===== src/rtl/alu_four_fn_pkg.sv =====
package alu_four_fn_pkg;
  typedef enum logic [1:0] {
    OP_ADD = 2'b00,
    OP_SUB = 2'b01,
    OP_AND = 2'b10,
    OP_OR  = 2'b11
  } alu_op_e;
endpackage


===== src/rtl/alu_fa_cell.sv =====
module alu_fa_cell (
  input  logic x_i,
  input  logic y_i,
  input  logic cin_i,
  output logic sum_o,
  output logic cout_o
);
  assign sum_o  = x_i ^ y_i ^ cin_i;
  assign cout_o = (x_i & y_i) | (cin_i & (x_i ^ y_i));
endmodule


===== src/rtl/alu_addsub_chain.sv =====
module alu_addsub_chain #(
  parameter int N = 4
) (
  input  logic [N-1:0] a_i,
  input  logic [N-1:0] b_i,
  input  logic         sub_i,
  output logic [N-1:0] sum_o,
  output logic         cout_o,
  output logic         cmsb_o
);
  logic [N:0]   carry;
  logic [N-1:0] b_x;

  assign b_x      = b_i ^ {N{sub_i}};
  assign carry[0] = sub_i;

  for (genvar i = 0; i < N; i++) begin : g_bit
    alu_fa_cell u_fa (
      .x_i   (a_i[i]),
      .y_i   (b_x[i]),
      .cin_i (carry[i]),
      .sum_o (sum_o[i]),
      .cout_o(carry[i+1])
    );
  end

  assign cout_o = carry[N];
  assign cmsb_o = carry[N-1];
endmodule


===== src/rtl/alu_logic_unit.sv =====
module alu_logic_unit #(
  parameter int N = 4
) (
  input  logic [N-1:0] a_i,
  input  logic [N-1:0] b_i,
  output logic [N-1:0] and_o,
  output logic [N-1:0] or_o
);
  assign and_o = a_i & b_i;
  assign or_o  = a_i | b_i;
endmodule


===== src/rtl/alu_four_fn.sv =====
module alu_four_fn
  import alu_four_fn_pkg::*;
#(
  parameter int N = 4
) (
  input  logic [N-1:0] a_i,
  input  logic [N-1:0] b_i,
  input  logic [1:0]   op_i,
  output logic [N-1:0] res_o,
  output logic         carry_o,
  output logic         uovf_o,
  output logic         sovf_o
);
  localparam int MSB = N - 1;

  alu_op_e      op;
  logic         sub;
  logic [N-1:0] arith;
  logic [N-1:0] and_r;
  logic [N-1:0] or_r;
  logic         c_out;
  logic         c_msb;

  assign op  = alu_op_e'(op_i);
  assign sub = (op == OP_SUB);

  alu_addsub_chain #(.N(N)) u_arith (
    .a_i   (a_i),
    .b_i   (b_i),
    .sub_i (sub),
    .sum_o (arith),
    .cout_o(c_out),
    .cmsb_o(c_msb)
  );

  alu_logic_unit #(.N(N)) u_logic (
    .a_i  (a_i),
    .b_i  (b_i),
    .and_o(and_r),
    .or_o (or_r)
  );

  // result select; flags only live for arithmetic codes
  always_comb begin
    res_o   = arith;
    carry_o = 1'b0;
    uovf_o  = 1'b0;
    sovf_o  = 1'b0;
    unique case (op)
      OP_ADD: begin
        carry_o = c_out;
        uovf_o  = c_out;
        sovf_o  = c_msb ^ c_out;
      end
      OP_SUB: begin
        carry_o = c_out;
        uovf_o  = ~c_out;
        sovf_o  = c_msb ^ c_out;
      end
      OP_AND: res_o = and_r;
      OP_OR:  res_o = or_r;
      default: ;
    endcase
  end

  if (N < 2) begin : g_bad_width
    initial $error("alu_four_fn: N must be at least 2, MSB=%0d", MSB);
  end
endmodule


===== config.mk =====
export PLATFORM = sky130hd
export DESIGN_NAME = alu_four_fn
export DESIGN_NICKNAME = d
export VERILOG_FILES = /design/src/rtl/alu_four_fn_pkg.sv /design/src/rtl/alu_fa_cell.sv /design/src/rtl/alu_addsub_chain.sv /design/src/rtl/alu_logic_unit.sv /design/src/rtl/alu_four_fn.sv
export SDC_FILE = /design/constraint.sdc
export NUM_CORES = 1
export LEC_CHECK = 0
export BUFFER_PORTS_ARGS = -buffer_cell sky130_fd_sc_hd__buf_2
export CORE_AREA = 5 5 42 44
export DETAILED_ROUTE_END_ITERATION = 6
export DIE_AREA = 0 0 47 49
export RECOVER_POWER = 100
export SYNTH_ARGS = -nofsm -noshare
export SYNTH_HDL_FRONTEND = slang
export SYNTH_HIERARCHICAL = 1
export SYNTH_SLANG_ARGS = --single-unit

===== constraint.sdc =====
create_clock -name vclk -period 5.4
set_input_delay 1.08 -clock vclk [all_inputs]
set_output_delay 1.08 -clock vclk [all_outputs]
set_load 0.02 [all_outputs]

**Yosys cells after proc, flatten, opt, wreduce, memory -nomap -nowiden**

Index checks and enable logic that the tools add are counted.
Widths: inputs -> output; s select.

- Register bits: 0
- Input port bits: 10
- Output and inout bits: 7

- Reductions and logical operators: 2
- Equality and inequality tests: 3
- Mux-type cells: 4
- Bitwise logic cells: 25

Operators with widths:

| kind | count |
|---|---|
| $xor 1x1->1 | 9 |
| $and 1x1->1 | 8 |
| $pmux 4 s2 | 1 |
| $and 4x4->4 | 1 |
| $eq 2x2->1 const B | 2 |
| $or 1x1->1 | 4 |
| $or 4x4->4 | 1 |
| $xor 4x4->4 | 1 |
| $eq 2x1->1 const B | 1 |
| $logic_not 2->1 | 1 |
| $mux 1 | 2 |
| $pmux 1 s2 | 1 |
| $reduce_or 2->1 | 1 |
| $not 1->1 | 1 |

**Depth between registers and ports, before layout**

- Depth in word-level cells: 13
- Depth in mapped cells: 9
- Mapped depth without buffers: 8

**By module**

The synthesis kept the hierarchy.

Modules (own cells, without submodules):

| module | area each (um^2) | instances | cells each | sequential area each (um^2) |
|---|---|---|---|---|
| alu_four_fn | 131.4 | 1 | 20 | 0.0 |
| alu_fa_cell | 20.0 | 4 | 1 | 0.0 |
| alu_logic_unit | 55.1 | 1 | 8 | 0.0 |
| alu_addsub_chain | 35.0 | 1 | 4 | 0.0 |

**Worst setup path before layout**

OpenSTA, ideal clock, no wires.

- Path type: input port to output port
- From: input port op_i[0]
- To: output port res_o[3]
- Cell stages on the path: 9
- Required time: 4.320 ns
- Buffers on the path: 1
- Slack: 0.524 ns
- Arrival time: 3.796 ns
- Path through: buf_6 -> nor2b_1 -> xor2_1 -> fa_1 -> fa_1 -> fa_1 -> fa_1 -> nor2_1 -> a21oi_1

- Word-level cells in the longest chain between the ends: 11
- Elaborated cells between the ends (all ways): 19
- Classes of those cells: 3 x eq/ne; 1 x mux; 15 x bitwise

RTL lines:

| element | line | RTL |
|---|---|---|
| start: declaration | alu_four_fn.sv:8 | `input logic [1:0] op_i,` |
| $eq 2x1->1 * | alu_four_fn.sv:25 | `assign sub = (op == OP_SUB);` |
| net sub | alu_four_fn.sv:17 | `logic sub;` |
| $xor 4x4->4 * | alu_addsub_chain.sv:14 | `assign b_x = b_i ^ {N{sub_i}};` |
| net u_arith.b_x[0] | alu_addsub_chain.sv:12 | `logic [N-1:0] b_x;` |
| $xor 1x1->1 | alu_fa_cell.sv:9 | `assign cout_o = (x_i & y_i) \| (cin_i & (x_i ^ y_i));` |
| $and 1x1->1 | alu_fa_cell.sv:9 |  |
| $or 1x1->1 * | alu_fa_cell.sv:9 |  |
| net u_arith.carry[1] | alu_addsub_chain.sv:11 | `logic [N:0] carry;` |
| $and 1x1->1 * | alu_fa_cell.sv:9 |  |
| $or 1x1->1 * | alu_fa_cell.sv:9 |  |
| net u_arith.carry[2] | alu_addsub_chain.sv:11 |  |
| $and 1x1->1 * | alu_fa_cell.sv:9 |  |
| $or 1x1->1 * | alu_fa_cell.sv:9 |  |
| net c_msb | alu_four_fn.sv:22 | `logic c_msb;` |
| $xor 1x1->1 * | alu_fa_cell.sv:8 | `assign sum_o = x_i ^ y_i ^ cin_i;` |
| net arith[3] | alu_four_fn.sv:18 | `logic [N-1:0] arith;` |
| $pmux 4 s2 * | alu_four_fn.sv:49 | `unique case (op)` |
| end: declaration | alu_four_fn.sv:9 | `output logic [N-1:0] res_o,` |

The timed path passes the listed nets; every way through them passes the cells marked *.

**Final worst setup path**

- From: input port op_i[0]
- To: output port sovf_o

- Word-level cells in the longest chain between the ends: 13
- Elaborated cells between the ends (all ways): 22
- Classes of those cells: 1 x eq/ne; 1 x mux; 18 x bitwise; 2 x reduce/logical

RTL lines:

| element | line | RTL |
|---|---|---|
| $eq 2x1->1 * | alu_four_fn.sv:25 |  |
| net sub | alu_four_fn.sv:17 |  |
| $xor 4x4->4 * | alu_addsub_chain.sv:14 |  |
| net u_arith.b_x[0] | alu_addsub_chain.sv:12 |  |
| $xor 1x1->1 | alu_fa_cell.sv:9 |  |
| $and 1x1->1 | alu_fa_cell.sv:9 |  |
| $or 1x1->1 * | alu_fa_cell.sv:9 |  |
| net u_arith.carry[1] | alu_addsub_chain.sv:11 |  |
| (+2 left out) | - |  |
| net u_arith.carry[2] | alu_addsub_chain.sv:11 |  |
| $and 1x1->1 * | alu_fa_cell.sv:9 |  |
| $or 1x1->1 * | alu_fa_cell.sv:9 |  |
| net c_msb | alu_four_fn.sv:22 |  |
| $and 1x1->1 * | alu_fa_cell.sv:9 |  |
| $or 1x1->1 * | alu_fa_cell.sv:9 |  |
| net c_out | alu_four_fn.sv:21 | `logic c_out;` |
| $xor 1x1->1 * | alu_four_fn.sv:53, alu_four_fn.sv:58 |  |
| $mux 1 * | - |  |
| end: declaration | alu_four_fn.sv:12 | `output logic sovf_o` |

Marks and branches as above.

==> run_results.csv <==
group,metric,value,unit
run_status,status,"finished clean",
die,core,1401,um^2
clocking,postCtsSetupBuffers,0,
global_route,grt_overflow,0,
yosys,syn-cell-area,301.5,um^2
yosys,postSynthCellCount,36,
drt,drt-total-wl,574,um
timing,finalCritPeriodShare,93.87,%
power_and_ir_drop,p_per_area,132.8,nW/um^2
timing,fin_tns_setup,0,ns
setup_path,endpoint,"sovf_o",
power_and_ir_drop,p_seq_share,0,%
finish,clockBufferCount,0,
global_route,grt_max_degree,13,
finish,drive_above_1_share,35.29,%
setup_path,endpoint_kind,"primary output",
global_route,first_global_vias,254,
placement,place_congestion,0.6254,
drt,dr.pass1.iters,4,
die,die_area,2303,um^2
setup_path,crit_type,"primary input to primary output",
power_and_ir_drop,p_sw,0.00002987,W
setup_path,critical-path-top-delay-family,"adder cells",
setup_path,crit_top_cell,"fa_1",
yosys,syn_area_per_cell,8.376,um^2
drt,ant_nets,0,
finish,design.seq.count,0,
placement,preCtsSetupSlack,0.2912,ns
setup_path,critPathMaxFanout,6,
drt,drc,0,
yosys,synth_nets,50,
min_path,hold_path_startpoint,"op_i[1]",
setup_path,cpMaxStageDelayCell,"nor2b_1",
setup_path,cp_data_required_time,4.32,ns
die,initial_utilization,21.52,%
timing,setup_violations,0,
drt,drtIter0Drc,2,
power_and_ir_drop,swShare,58.54,%
die,rows,14,
setup_path,critPathBufInv,2,
drt,vias_per_cell,3.985,
finish,design_area,384.1,um^2
placement,placed_area,387.9,um^2
setup_path,cp_num_cells,10,
global_route,antenna_found_initial,0,
yosys,synth_seq_area_share,0,%
power_and_ir_drop,ir_worst_vdd,50.27,uV
placement,io_buffers,17,
setup_path,cp.arrival,3.99,ns
setup_path,startpoint,"op_i[0]",
global_route,grt_pass1_wl,1076,um
die,die_x,47,um
clocking,post_cts_resized,0,
finish,n_antenna_cell,0,
timing,fin_crit,5.069,ns
finish,seq_area,0,um^2
drt,wl_per_cell,8.567,um
timing,grt_setup_unrepaired,"false",
yosys,yosys_warnings,6,
setup_path,crit_path_start_kind,"primary input",
timing,drv_slew,0,
timing,slew_headroom,66.23,%
clocking,cts_hold_buf,0,
finish,final_util,27.41,%
setup_path,cp_cell_sequence,"buf_2 -> nor2b_1 -> xor2_1 -> fa_1 -> fa_1 -> fa_1 -> fa_1 -> xnor2_1 -> nor2_1 -> clkbuf_2",
power_and_ir_drop,clock_power_share,0,%
die,io-pin-count,17,
timing,tightest_slew,0.5055,ns
power_and_ir_drop,leakage,0.1818,nW
power_and_ir_drop,pwr-share-comb,100.0,%
yosys,yosys.cell_types.count,11,
timing,setup_ws,0.3311,ns
finish,area.growth.synth_to_final,27.39,%
timing,max_freq,197.3,MHz
setup_path,slowest_delay,0.46,ns
min_path,hp-class,"primary input to primary output",
drt,vias,267,
power_and_ir_drop,power.internal,0.00002115,W
finish,final_nets,67,
flow_run,drv_cap,0,
die,die_height,49,um
timing,hold_violations,0,
global_route,track_usage,5.583,%
Yosys cell counts:
library cell,number,area share [%]
mux2i_1,4,13
xor2_1,4,12
nor2_1,6,7.5
and2_2,4,10
xnor2_1,2,5.8
buf_4,1,2.5
buf_6,1,3.7
nor2b_1,2,4.1
a21oi_1,4,6.6
fa_1,4,27
or2_1,4,8.3
power groups by stage:
stage	registers (W)	clock network (W)	logic (W)
floorplan	0	0	0.0000379
global placement	0	0	0.0000520
detailed placement	0	0	0.0000528
CTS	0	0	0.0000529
global route	0	0	0.0000585
finish	0	0	0.0000510
cell families (layout without fill, tap and decap cells):
| family | count (synthesis) | after routing | synth area share (%) |
|---|---|---|---|
| and+or+nand+nor | 16 | 16 | 29.87 |
| xor gates and xnor gates | 6 | 6 | 17.43 |
| adders and majority gates | 4 | 4 | 26.56 |
| AOI/OAI and AO/OA | 4 | 4 | 6.639 |
| muxes | 4 | 4 | 13.28 |
| buffers and inverters | 2 | 17 | 6.225 |
metrics by stage:
stage | std cells | hold WS [ns] | power [W]
floorplan | 36 | 2.238 | 0.00003785
global placement | 67 | 2.576 | 0.00005202
detailed placement | 67 | 2.577 | 0.00005283
CTS | 67 | 2.577 | 0.00005294
global route | 67 | 2.610 | 0.00005850
finish | 67 | 2.574 | 0.00005103
how the worst min path moves through the flow:
stage                          to  cells past startpoint  slack [ns]
after global routing       uovf_o                      3        2.61
final                      uovf_o                      3        2.57
after floorplan           carry_o                      1        2.24
after global placement     uovf_o                      3        2.58
after detailed placement   uovf_o                      3        2.58
after CTS                  uovf_o                      3        2.58
routing by layer:
layer	track usage [%]	vias to the layer above	wire length, um
li1	-	144	-
met1	9.333	111	267
met2	8.371	12	229
met3	0	0	76
met4	0	0	0
met5	0	-	0
cell usage in the layout (no fill, tap or decap):
master | synthesis | final
buf_2 | 0 | 11
nor2b_1 | 2 | 2
a21oi_1 | 4 | 4
clkbuf_2 | 0 | 3
nor2_1 | 6 | 6
xor2_1 | 4 | 4
xnor2_1 | 2 | 2
clkbuf_1 | 0 | 3
or2_1 | 4 | 4
and2_2 | 4 | 4
fa_1 | 4 | 4
mux2i_1 | 4 | 4
layout make-up:
| class | instances | area (um^2) |
|---|---|---|
| multi-input cells | 34 | 282.8 |
| repair buffers | 17 | 81.33 |
| well taps | 16 | 20.02 |
| fillers | 165 | 1017 |
(Power assumes the default switching activity.)
